$ cat config.mk
export PLATFORM = sky130hd
export DESIGN_NAME = sc_seq_top
export DESIGN_NICKNAME = d
export VERILOG_FILES = /design/src/rtl/sc_seq_pkg.sv /design/src/rtl/sc_seq_debounce.sv /design/src/rtl/sc_seq_fsm.sv /design/src/rtl/sc_seq_top.sv
export SDC_FILE = /design/constraint.sdc
export NUM_CORES = 1
export LEC_CHECK = 0
export BUFFER_PORTS_ARGS = -buffer_cell sky130_fd_sc_hd__buf_2
export CAP_MARGIN = 25
export CORE_ASPECT_RATIO = 1.1
export CORE_MARGIN = 3
export CORE_UTILIZATION = 59
export DETAILED_ROUTE_END_ITERATION = 10
export PLACE_DENSITY = 0.76
export SLEW_MARGIN = 20
export SYNTH_ARGS = -nofsm -noshare
export SYNTH_HDL_FRONTEND = slang
export SYNTH_SLANG_ARGS = --single-unit
$ cat constraint.sdc
create_clock -name clk -period 2.87 [get_ports clk]
set_clock_uncertainty 0.05 [all_clocks]
set_input_delay 0.574 -clock clk [delete_from_list [all_inputs] [get_ports clk]]
set_output_delay 0.574 -clock clk [all_outputs]
set_load 0.01 [all_outputs]
$ cat src/rtl/sc_seq_pkg.sv
// Package: shared types for the smart card activation sequencer.
// Assumes: one sequencer per card slot; all timing in system-clock cycles.
package sc_seq_pkg;

    // Number of presence detector inputs (one active-high, one active-low)
    localparam int unsigned NUM_PRES = 2;

    // Sequencer states: activation ramp, session, reverse ramp, release wait
    typedef enum logic [3:0] {
        ST_IDLE,
        ST_VCC,
        ST_IO,
        ST_CLK,
        ST_ACT,
        ST_D_RST,
        ST_D_CLK,
        ST_D_IO,
        ST_REL
    } seq_state_e;

    // Contact enable set driven by the sequencer
    typedef struct packed {
        logic vcc;
        logic io;
        logic clk;
        logic rst;
    } card_en_t;

endpackage

$ cat src/rtl/sc_seq_debounce.sv
// Module: two-flop synchroniser followed by a stability filter.
// What it does: stable_o takes a new level only after the synchronised
// input has differed from it for DEB_CYCLES consecutive cycles.
// Assumes: DEB_CYCLES >= 1; the reset level is 0 (no card).
module sc_seq_debounce #(
    parameter int unsigned DEB_CYCLES = 16
) (
    input  logic clk,
    input  logic rst_n,
    input  logic raw_i,
    output logic stable_o
);
    localparam int unsigned CW = $clog2(DEB_CYCLES + 1);

    logic [1:0]    sync_q;
    logic          stable_q;
    logic [CW-1:0] cnt_q;

    // Bring the asynchronous detector level into the clock domain
    always_ff @(posedge clk) begin
        if (!rst_n) sync_q <= '0;
        else        sync_q <= {sync_q[0], raw_i};
    end

    // Count cycles of disagreement and accept the level once the count is reached
    always_ff @(posedge clk) begin
        if (!rst_n) begin
            stable_q <= 1'b0;
            cnt_q    <= '0;
        end else if (sync_q[1] == stable_q) begin
            cnt_q <= '0;
        end else if (cnt_q == CW'(DEB_CYCLES - 1)) begin
            stable_q <= sync_q[1];
            cnt_q    <= '0;
        end else begin
            cnt_q <= cnt_q + 1'b1;
        end
    end

    assign stable_o = stable_q;

endmodule

$ cat src/rtl/sc_seq_fsm.sv
// Module: activation / deactivation state machine with step timer and fault latch.
// What it does: ramps contact enables up in the order supply, data, clock,
// reset, and down in the reverse order, with STEP_CYCLES between steps.
// Assumes: present_i is already debounced; supply_ok_i and uv_i are synchronous;
// SUPPLY_TIMEOUT > STEP_CYCLES >= 1.
module sc_seq_fsm
    import sc_seq_pkg::*;
#(
    parameter int unsigned STEP_CYCLES    = 8,
    parameter int unsigned SUPPLY_TIMEOUT = 40
) (
    input  logic     clk,
    input  logic     rst_n,
    input  logic     present_i,
    input  logic     cmd_n_i,
    input  logic     rstin_i,
    input  logic     supply_ok_i,
    input  logic     uv_i,
    output card_en_t en_o,
    output logic     fault_o,
    output logic     hold_o
);
    localparam int unsigned MAXC = (STEP_CYCLES > SUPPLY_TIMEOUT) ? STEP_CYCLES : SUPPLY_TIMEOUT;
    localparam int unsigned CW   = $clog2(MAXC + 1);

    seq_state_e    state_q, state_d;
    card_en_t      en_q, en_d;
    logic [CW-1:0] cnt_q;
    logic          hold_q, fault_q;
    logic          abort, step_done, tmo_hit, start;

    // Session-ending conditions and timer decodes
    always_comb begin
        abort     = cmd_n_i | ~present_i | uv_i;
        step_done = (cnt_q >= CW'(STEP_CYCLES - 1));
        tmo_hit   = (state_q == ST_VCC) && !supply_ok_i && (cnt_q >= CW'(SUPPLY_TIMEOUT - 1));
        start     = (state_q == ST_IDLE) && present_i && !cmd_n_i && !uv_i && !fault_q;
    end

    // Next-state and next-enable decode
    always_comb begin
        state_d = state_q;
        en_d    = en_q;
        unique case (state_q)
            ST_IDLE: begin
                en_d = '0;
                if (start) begin
                    state_d = ST_VCC;
                    en_d.vcc = 1'b1;
                end
            end
            ST_VCC: begin
                if (abort || tmo_hit) begin
                    state_d = ST_D_RST;
                    en_d.rst = 1'b0;
                end else if (step_done && supply_ok_i) begin
                    state_d = ST_IO;
                    en_d.io = 1'b1;
                end
            end
            ST_IO: begin
                if (abort) begin
                    state_d = ST_D_RST;
                    en_d.rst = 1'b0;
                end else if (step_done && !(hold_q && rstin_i)) begin
                    state_d = ST_CLK;
                    en_d.clk = 1'b1;
                end
            end
            ST_CLK: begin
                if (abort) begin
                    state_d = ST_D_RST;
                    en_d.rst = 1'b0;
                end else if (step_done) begin
                    state_d = ST_ACT;
                    en_d.rst = 1'b1;
                end
            end
            ST_ACT: begin
                if (abort) begin
                    state_d = ST_D_RST;
                    en_d.rst = 1'b0;
                end
            end
            ST_D_RST: begin
                if (step_done) begin
                    state_d = ST_D_CLK;
                    en_d.clk = 1'b0;
                end
            end
            ST_D_CLK: begin
                if (step_done) begin
                    state_d = ST_D_IO;
                    en_d.io = 1'b0;
                end
            end
            ST_D_IO: begin
                if (step_done) begin
                    state_d = ST_REL;
                    en_d.vcc = 1'b0;
                end
            end
            ST_REL: begin
                if (cmd_n_i) state_d = ST_IDLE;
            end
            default: begin
                state_d = ST_IDLE;
                en_d    = '0;
            end
        endcase
    end

    // State and enable registers
    always_ff @(posedge clk) begin
        if (!rst_n) begin
            state_q <= ST_IDLE;
            en_q    <= '0;
        end else begin
            state_q <= state_d;
            en_q    <= en_d;
        end
    end

    // Step timer: restarts on each state change, saturates otherwise
    always_ff @(posedge clk) begin
        if (!rst_n)                         cnt_q <= '0;
        else if (state_d != state_q)        cnt_q <= '0;
        else if (cnt_q != {CW{1'b1}})       cnt_q <= cnt_q + 1'b1;
    end

    // Capture held-clock mode from the host reset input at session start
    always_ff @(posedge clk) begin
        if (!rst_n)     hold_q <= 1'b0;
        else if (start) hold_q <= rstin_i;
    end

    // Fault latch: set by undervoltage or supply timeout, cleared on host release while idle
    always_ff @(posedge clk) begin
        if (!rst_n)                                   fault_q <= 1'b0;
        else if (uv_i || tmo_hit)                     fault_q <= 1'b1;
        else if (state_q == ST_IDLE && cmd_n_i)       fault_q <= 1'b0;
    end

    assign en_o    = en_q;
    assign fault_o = fault_q;
    assign hold_o  = hold_q;

endmodule

$ cat src/rtl/sc_seq_top.sv
// Module: smart card activation sequencer top level.
// What it does: debounces both presence detectors, runs the contact
// sequencer and drives the active-low presence interrupt.
// Assumes: all inputs except the presence detectors are synchronous to clk.
module sc_seq_top
    import sc_seq_pkg::*;
#(
    parameter int unsigned DEBOUNCE_CYCLES = 2_000_000,
    parameter int unsigned STEP_CYCLES     = 250,
    parameter int unsigned SUPPLY_TIMEOUT  = 25_000_000,
    parameter int unsigned NUM_DATA        = 3
) (
    input  logic                clk,
    input  logic                rst_n,
    input  logic                pres_hi_i,
    input  logic                pres_lo_n_i,
    input  logic                cmd_n_i,
    input  logic                rstin_i,
    input  logic                supply_ok_i,
    input  logic                uv_i,
    output logic                vcc_en_o,
    output logic [NUM_DATA-1:0] data_en_o,
    output logic                clk_en_o,
    output logic                rst_en_o,
    output logic                irq_n_o
);
    logic [NUM_PRES-1:0] raw_pres;
    logic [NUM_PRES-1:0] stable_pres;
    logic                pres_db;
    logic                fault_w;
    logic                hold_w;
    card_en_t            en_w;

    // Normalise both detectors to "1 = card seated"
    assign raw_pres[0] = pres_hi_i;
    assign raw_pres[1] = ~pres_lo_n_i;

    // One filter per detector input
    for (genvar g = 0; g < NUM_PRES; g++) begin : g_deb
        sc_seq_debounce #(
            .DEB_CYCLES(DEBOUNCE_CYCLES)
        ) u_deb (
            .clk      (clk),
            .rst_n    (rst_n),
            .raw_i    (raw_pres[g]),
            .stable_o (stable_pres[g])
        );
    end

    assign pres_db = |stable_pres;

    sc_seq_fsm #(
        .STEP_CYCLES    (STEP_CYCLES),
        .SUPPLY_TIMEOUT (SUPPLY_TIMEOUT)
    ) u_fsm (
        .clk         (clk),
        .rst_n       (rst_n),
        .present_i   (pres_db),
        .cmd_n_i     (cmd_n_i),
        .rstin_i     (rstin_i),
        .supply_ok_i (supply_ok_i),
        .uv_i        (uv_i),
        .en_o        (en_w),
        .fault_o     (fault_w),
        .hold_o      (hold_w)
    );

    // Contact enables and interrupt
    assign vcc_en_o  = en_w.vcc;
    assign data_en_o = {NUM_DATA{en_w.io}};
    assign clk_en_o  = en_w.clk;
    assign rst_en_o  = en_w.rst;
    assign irq_n_o   = pres_db & ~fault_w;

endmodule

---- Word-level counts from Yosys, hierarchy flattened ----
Index checks and enable logic that the tools add are counted.
storage, ports and cells
  register bits ........................... 83
  output and inout port bits .............. 7
cells by class
  bitwise logic cells ..................... 13
  equality and inequality tests ........... 24
  magnitude comparators ................... 2
  multiplexer cells ....................... 29
  add/subtract/negate cells ............... 3
  reduce and logical (&&, ||, !) cells .... 34
operator list
  kind                     number
  $mux W4                  12
  $add A21 B1 Y21 const B  2
  $eq A21 B21 Y1 const B   2
  $pmux W4 S9              1
  $add A25 B1 Y25 const B  1
  $ge A25 B25 Y1 const B   1
  $ge A25 B8 Y1 const B    1
  $ne A25 B25 Y1 const B   1
  $eq A4 B3 Y1 const B     4
  $mux W1                  12
  $reduce_and A4 Y1        3
  $reduce_or A6 Y1         2
  $logic_and A1 B1 Y1      10
  $ne A2 B1 Y1 const B     5
  $not A1 Y1               10
  $pmux W1 S3              3
  $eq A4 B2 Y1 const B     2
  $ne A2 B2 Y1 const B     4
  $reduce_or A7 Y1         1
  $reduce_and A2 Y1        3
  $reduce_or A2 Y1         3
  $reduce_or A3 Y1         2
  $logic_not A1 Y1         5
  $eq A4 B1 Y1 const B     1
  other kinds (11)         14

---- Longest topological paths before layout ----
Gate-level depths: netlist (run 1).
  depth in word-level cells ............... 9
  mapped depth ............................ 10

---- Hierarchy ----
From an unflattened synthesis (run 1), not the netlist that was laid out.
second synthesis, totals
  cell total of the unflattened synthesis .. 518
  area total of the unflattened synthesis .. 4383.0 µm²
modules (own cells, without submodules)
  module           cells each  seq. area each (µm²)  times used  area each (µm²)
  sc_seq_fsm       275         700.7                 1           2238.4
  sc_seq_debounce  119         480.5                 2           1054.8
  sc_seq_top       5           0.0                   1           35.0

---- Least setup slack after synthesis (run 1) ----
Ideal clock, no wire load.
  path type ............................... reg-to-reg
  start ................................... reg u_fsm.cnt_q[1]
  end ..................................... reg u_fsm.cnt_q[0]
  setup time .............................. 0.125 ns
  period minus slack after synthesis ...... 2.430 ns
  path slack .............................. 0.440 ns
  required time ........................... 2.695 ns
  arrival time ............................ 2.255 ns
  cell stages (with the launch flop) ...... 10
  cells stage by stage .................... dfxtp_1 inv_1 ha_1 nor4b_1 o211a_4 o31ai_2 nor2_1 nor4_2 buf_2 nor3_2
between the ends
  word-level cells in the longest chain between the ends .. 7
  elaborated cells on any way between the ends .. 19
ends and longest elaborated chain
  element                                          RTL line                                              text
  from (decl)                                      sc_seq_fsm.sv:28                                      logic [CW-1:0] cnt_q;
  from (signal assigned)                           sc_seq_fsm.sv:128                                     else if (cnt_q != {CW{1'b1}}) cnt_q <= cnt_q + 1'b1;
  $ge A25 B8 Y1 or $ge A25 B25 Y1 (tied branches)  sc_seq_fsm.sv:35, sc_seq_fsm.sv:36
  $logic_and A1 B1 Y1 (on tied branches)           sc_seq_fsm.sv:65, sc_seq_fsm.sv:36, sc_seq_fsm.sv:56
  $mux W4, or another cell as far along            sc_seq_fsm.sv:65                                      end else if (step_done && !(hold_q && rstin_i)) begin
  $mux W4 (on tied branches)                       sc_seq_fsm.sv:62, sc_seq_fsm.sv:53
  $pmux W4 S9                                      sc_seq_fsm.sv:44                                      unique case (state_q)
  $ne A4 B4 Y1                                     sc_seq_fsm.sv:127                                     else if (state_d != state_q) cnt_q <= '0;
  $reduce_or A2 Y1 (no line)                       -
Several ways; a longest one is shown, not always the timed one.
A chain may end at the register's enable or synchronous reset.

---- Final worst setup path (run 1) ----
  start ................................... reg u_fsm.cnt_q[1]
  end ..................................... reg u_fsm.cnt_q[16]
The elaborated chain is that of the path after synthesis.

==> summary.txt, run 1 <==
Run status
  – Status: complete, no violations

Finish
  – Share of cells above drive strength 1: 18.8%
  – Antenna diodes: 0
  – Area Growth Syn to Fin: 13.5%
  – Filler cell count: 573
  – Fin util: 69.7%
  – NumNets Final: approximately 570
  – Final Non-Filler Cells: approximately 640

STA
  – Max-slew violations: 0
  – WHS: about 0.32 ns
  – Fin. Hold Viols: 0
  – Minimum clock period: between 2 and 3 ns
  – Setup TNS: 0 ns
  – Slew @ Worst Pin: between 0.5 and 0.6 ns
  – Setup violators final: 0
  – Final Cycle Share: 93.6%
  – RSZ-0062 raised after global routing: false
  – Peak Freq: roughly 0.37 GHz
  – Max-slew headroom: between 60% and 70%
  – Setup slack after layout: between 0.15 and 0.2 ns

Placement
  – Port bufs: 14
  – Hpwl dp: 6630 um
  – Routability cong.: between 0.8 and 0.9
  – Placed cell count: about 620
  – Place WS: -0.0271 ns

Clock tree
  – Deepest clock path buffer count: 2
  – CTS tree: built
  – Clock sinks: between 80 and 90
  – H-tree Lvls: 3
  – Root buffer cell: clkbuf_8
  – Hold Buf Count CTS: 0
  – Clock slew at reported path FFs: about 0.09 ns
  – Num CTS Buffers: 9
  – Worst skew pair latency: around 0.35 ns

Die
  – Die span in x: ~88 um
  – Std-Cell Rows: 32
  – IO Count: 15
  – Core area: 7050 um2
  – Die height: 95.8 um
  – Initial Utilization: between 60 and 70%
  – DIE AREA: roughly 8400 um2

Setup path
  – Worst setup SP type: flop
  – Crit path capture type: flop
  – Worst endpoint data arrival time: about 2.9 ns
  – Crit Path Category: reg -> reg
  – Worst Path Max Fanout: 6
  – Required @ worst endpoint: between 3 and 4 ns

Synthesis
  – Post-Syn Area: between 4000 and 5000 um2
  – Count of flip-flops with a built-in enable after synthesis: 0
  – Syn_area_per_cell: about 8.4 um2
  – Top cell type's share of synthesized area: 38.4%
  – Top-count cell post-synth: dfxtp_1
  – #FFs+latches synth: between 80 and 90
  – Sequential fraction of the synthesis area: 38.4%
  – Yosys cell types: 57
  – Ys Warns: 0
  – Asr flop ratio synth: 0%
  – List of most frequent post-synthesis cells: dfxtp_1, nor2_1, nand2_1
  – Top cell type by total area after synthesis: dfxtp_1
  – Top post-synthesis cells by area: dfxtp_1, xor2_1, nor2_1, nor3_2, xnor2_1
  – Prevailing post-synth register cell: dfxtp_1
  – Synthesized Nets: 527
  – Post-Synthesis Cells: slightly above 500

Power
  – VDD IR max: 0.376 mV
  – PwrDens: around 490 nW/um2
  – Leakage: 1.78 nW

Detailed routing
  – Number of vias per cell: between 5 and 6
  – DRC Markers: 0
  – Via Count: 3740
  – Routed Antenna Nets: 0
  – Drt first pass iters: 5
  – Initial DRC count: 160
  – Routed WL per cell: around 14 um
  – Drt total wl: 9150 um

Global route
  – Met1 Use GR: 28.7%
  – GRT Overall Usage: 22.2%
  – M3 GR Usage: around 4.6%
  – Initial antenna violation count: 0
  – Most Crowded Layer GR: met2
  – Largest net degree at the start of global routing: 22
  – First-pass GRT wire length: ~15000 um
  – GRT overflow: 0
  – Vias in the first global route: 3400
  – Met2 Use GR: between 30% and 40%

Hold path
  – Hold Path Class: in -> reg

Run
  – Max-Cap Viols: 0
==> metrics by stage <==
| step | area (um2) | total power [W] |
|---|---|---|
| 6_report | 4910 | 0.00238 |
| 5_1_grt | 4910 | 0.00249 |
| 4_1_cts | 4880 | 0.00240 |
| 3_5_place_dp | 4640 | 0.00152 |
| 3_3_place_gp | 4640 | 0.00151 |
| 2_1_floorplan | 4330 | 0.00144 |
==> layout make-up <==
| type | count | area, um2 | area share [%] |
|---|---|---|---|
| multi-input cells | 395 | 2510 | 51.2 |
| flip-flops and latches | 83 | 1660 | 33.8 |
| repair buffers | 53 | 375 | 7.65 |
| clock buffers | 10 | 138 | 2.80 |
| well taps | 85 | 106 | 2.17 |
| clock inverters | 6 | 71.3 | 1.45 |
| inverters | 12 | 45.0 | 0.917 |
==> timing repair <==
action / 4_1_cts / 5_1_grt
gates resized for setup: 0 / 2
setup endpoints to repair: 13 / 15
pin swaps: 1 / 1
hold endpoints to repair: 0 / 0
buffers inserted: 4 / 2
==> path summary, 6_finish.rpt <==
kind,end,slack [ns],cells after the start,startpoint
worst max register to register,u_fsm.cnt_q[16],0.18,11,u_fsm.cnt_q[1]
worst min register to register,g_deb[0].u_deb.sync_q[1],0.39,1,g_deb[0].u_deb.sync_q[0]
worst min-delay path,g_deb[1].u_deb.sync_q[0],0.32,2,pres_lo_n_i
worst max-delay path,u_fsm.cnt_q[16],0.18,11,u_fsm.cnt_q[1]
==> kinds of logic after synthesis <==
| group | Yosys count | synth area share, % |
|---|---|---|
| flip-flops | 83 | 38.4 |
| XOR/XNOR | 58 | 11.7 |
| AND/OR/NAND/NOR | 267 | 33.7 |
| buffers and inverters | 37 | 3.99 |
| multiplexers | 4 | 0.926 |
| adder cells (fa/ha/maj) | 4 | 1.16 |
| AO/OA/AOI/OAI | 62 | 10.1 |
==> layout by cell type, fill, tap and decap left out, types with 6 or more instances in the layout <==
master / n
or3_1: 6
o31ai_1: 6
a21oi_1: 17
nand4_1: 17
buf_2: 14
dfxtp_1: 83
nor3_1: 21
xor2_1: 37
and3_1: 11
xnor2_1: 21
buf_4: 38
inv_1: 12
nor2b_1: 7
o21ai_0: 13
clkbuf_8: 10
nand3_1: 25
nor2_1: 74
nor4_1: 11
nor3_2: 21
nand2_1: 44
and2_1: 7
==> per-layer routing <==
metal  vias to the layer above  routed length (um)
met1                      1750                4020
met3                        12                 439
met4                         0                 126
li1                       1886                   -
met2                        92                4570
met5                         -                   0
==> worst max-delay path, cell delays in order, from the launching register on <==
cell and delay [ns]:
dfxtp_1 0.41, inv_1 0.07, ha_1 0.17, nor4b_1 0.14
o211a_4 0.28, o31ai_2 0.36, nand2_1 0.16, a221oi_2 0.34
nor4_4 0.09, buf_4 0.17, buf_4 0.14, nor4b_2 0.24
==> sequential cells by signal, summed over array words and instances, names as in the netlist <==
| signal | flops |
|---|---|
| g_deb.u_deb.stable_o | 2 |
| u_fsm.state_q | 4 |
| u_fsm.fault_o | 1 |
| u_fsm.en_o | 4 |
| g_deb.u_deb.cnt_q | 42 |
| u_fsm.hold_o | 1 |
| g_deb.u_deb.sync_q | 4 |
| u_fsm.cnt_q | 25 |
==> report_power, final <==
| group | internal, W | switching [W] |
|---|---|---|
| Clock | 0.000437 | 0.000433 |
| Sequential | 0.00117 | 0.0000324 |
| Combinational | 0.000134 | 0.000173 |
No activity file was read; power rests on OpenSTA's default activity.
==> run 2, diff against run 1 <==
clock period = 2.54 ns   (was 2.87 ns; I/O delays follow)
==> run 2 against run 1 <==
  * Via count increased by 0.80%
  * Largest power group unchanged
  * Critical endpoint is now u_fsm.cnt_q[19]
  * Fmax increased by 8.6%
  * Largest cell class unchanged
  * Register-to-register slack got worse by 0.12 ns
==> summary.txt, run 2 (synthesized netlist as in run 1, its figures left out) <==
Run status
  – Status: complete, no violations (unchanged)

STA
  – Max-slew headroom: 63.5% (was 65.8%)
  – WHS: 0.241 ns (was 0.321 ns)
  – Setup violators final: 0 (unchanged)
  – Minimum clock period: 2.47 ns (was 2.69 ns)
  – RSZ-0062 raised after global routing: true (was false)
  – Fin. Hold Viols: 0 (unchanged)
  – Peak Freq: 0.404 GHz (was 0.372 GHz)
  – Max-slew violations: 0 (unchanged)
  – Final Cycle Share: 97.4% (was 93.6%)
  – Slew @ Worst Pin: 0.547 ns (was 0.509 ns)

Die
  – IO Count: 15 (unchanged)
  – Core area: 7050 um2 (unchanged)
  – Die height: 95.8 um (unchanged)
  – DIE AREA: 8400 um2 (unchanged)
  – Std-Cell Rows: 32 (unchanged)
  – Die span in x: 87.6 um (unchanged)
  – Initial Utilization: 61.4% (unchanged)

Finish
  – NumNets Final: 560 (was 566)
  – Antenna diodes: 0 (unchanged)
  – Area Growth Syn to Fin: 15.2% (was 13.5%)
  – Most common cell after layout, fill and taps aside: dfxtp_1 (unchanged)
  – Final Non-Filler Cells: 638 (was 644)
  – Max FFs per register: 42 (unchanged)
  – Leading cell types in the layout, fill and taps excluded: dfxtp_1, nor2_1, nand2_1 (unchanged)
  – Largest regs: g_deb.u_deb.cnt_q (42), u_fsm.cnt_q (25) (unchanged)
  – Most flop-heavy register: g_deb.u_deb.cnt_q (unchanged)
  – Share of cells above drive strength 1: 19.5% (was 18.8%)

Setup path
  – Worst Path Max Fanout: 12 (was 6)
  – Worst Setup SP: u_fsm.cnt_q[0] (was u_fsm.cnt_q[1])
  – CP peak stage delay: 0.38 ns (was 0.41 ns)
  – Crit-path slowest cell: or3_4 (was dfxtp_1)
  – Worst endpoint data arrival time: 2.66 ns (was 2.90 ns)
  – Crit path capture type: flop (unchanged)
  – Crit Path Category: reg -> reg (unchanged)
  – Worst r2r src: u_fsm.cnt_q[0] (was u_fsm.cnt_q[1])
  – Worst setup SP type: flop (unchanged)
  – Required @ worst endpoint: 2.73 ns (was 3.08 ns)
  – CP Cell Sequence: or3_4 > o211a_4 > nor3_4 > mux2i_2 > o311a_1 > o21ai_4 > clkbuf_16 > nor3_2 (was inv_1 > ha_1 > nor4b_1 > o211a_4 > o31ai_2 > nand2_1 > a221oi_2 > nor4_4 > buf_4 > buf_4 > nor4b_2)

Clock tree
  – CTS tree: built (unchanged)
  – H-tree Lvls: 3 (unchanged)
  – Hold Buf Count CTS: 0 (unchanged)
  – Clock sinks: 83 (unchanged)
  – Clock slew at reported path FFs: 0.09 ns (about the same)
  – Root buffer cell: clkbuf_8 (unchanged)
  – Worst skew pair latency: 0.36 ns (was 0.35 ns)
  – Num CTS Buffers: 9 (unchanged)
  – Deepest clock path buffer count: 2 (unchanged)

Placement
  – Hpwl dp: 6610 um (was 6630 um)
  – Placed cell count: 619 (was 622)
  – Routability cong.: 0.954 (was 0.891)
  – Port bufs: 14 (unchanged)

Global route
  – First-pass GRT wire length: 15600 um (was 15100 um)
  – GRT Overall Usage: 23.1% (was 22.2%)
  – GRT overflow: 0 (unchanged)
  – Largest net degree at the start of global routing: 26 (was 22)
  – Initial antenna violation count: 0 (unchanged)
  – Vias in the first global route: 3507 (was 3400)

Power
  – Leakage: 1.77 nW (was 1.78 nW)
  – Clk pwr share: 38.0% (was 36.5%)
  – Logic pwr share: 14.0% (was 12.9%)
  – Int Pwr: 0.00210 W (was 0.00174 W)
  – Total power: 0.00283 W (was 0.00238 W)
  – PwrDens: 569 nW/um2 (was 485 nW/um2)
  – VDD IR max: 0.404 mV (was 0.376 mV)
  – Sw frac: 25.9% (was 26.8%)
  – NetSw: 0.000735 W (was 0.000638 W)
  – Sequential Power Share: 48.0% (was 50.6%)

Detailed routing
  – Drt first pass iters: 5 (unchanged)
  – Number of vias per cell: 5.91 (was 5.81)
  – DRC Markers: 0 (unchanged)
  – Via Count: 3770 (was 3740)
  – Drt total wl: 9550 um (was 9150 um)
  – Routed Antenna Nets: 0 (unchanged)
  – Routed WL per cell: 15.0 um (was 14.2 um)
  – Initial DRC count: 188 (was 160)

Hold path
  – Hold Path Origin: pres_lo_n_i (unchanged)
  – Hold Path Class: in -> reg (unchanged)

Run
  – Max-Cap Viols: 0 (unchanged)
run 2: changes by cell type in the layout (fill, tap and decap cells not counted), moves of 2 or more:
| cell | previous run | this run |
|---|---|---|
| dfxtp_2 | 0 | 3 |
| buf_4 | 38 | 29 |
| dfxtp_1 | 83 | 80 |
| clkbuf_16 | 0 | 2 |
| nor4_1 | 11 | 9 |
run 2: final timing paths:
check             depth (start not counted)  slack (ns)                       end
setup / recovery                          8        0.07           u_fsm.cnt_q[19]
hold reg to reg                           1        0.39  g_deb[0].u_deb.sync_q[1]
setup reg to reg                          8        0.07           u_fsm.cnt_q[19]
hold / removal                            2        0.24  g_deb[1].u_deb.sync_q[0]
run 2: critical path: cells and delay by family (launching register included):
kind	cells	cell delay (ns)
compound gates	3	0.89
buf+inv	1	0.23
flops	1	0.33
simple gates	3	0.70
mux	1	0.14
run 2: per-stage QoR:
step	instance area, um2	utilization [%]	setup slack (ns)	setup TNS [ns]
finish	4980	70.7	0.0667	0
CTS	4860	69.0	0.0307	0
global route	4980	70.7	-0.0309	-0.303
detailed placement	4630	65.7	0.0450	0
global placement	4630	65.7	0.0952	0
floorplan	4330	-	0.110	0
run 2: layer usage:
layer,global-route usage [%],wire [um]
met1,30.4,4260
met2,37.3,4590
met3,5.82,557
met4,6.91,133
met5,0,0
run 2: timing repair:
item / CTS / global route
endpoints found under the setup margin: 0 / 25
buffers inserted: 0 / 1
gates resized for setup: 0 / 14
run 2: final cells by class:
| cell class | count | area (um2) |
|---|---|---|
| clock buffer | 11 | 141 |
| clock inverter | 5 | 85.1 |
| fill | 551 | 2060 |
| inverter | 12 | 45.0 |
| multi-input combinational | 395 | 2560 |
| sequential | 83 | 1670 |
| tap | 85 | 106 |
| timing repair buffer | 47 | 378 |
run 2: power groups by stage:
stage / Clock, W / Combinational (W) / Sequential, W
6_report: 0.00108 / 0.000397 / 0.00136
5_1_grt: 0.00116 / 0.000432 / 0.00136
4_1_cts: 0.00109 / 0.000344 / 0.00135
3_5_place_dp: 0 / 0.000343 / 0.00138
3_3_place_gp: 0 / 0.000337 / 0.00138
2_1_floorplan: 0 / 0.000250 / 0.00138
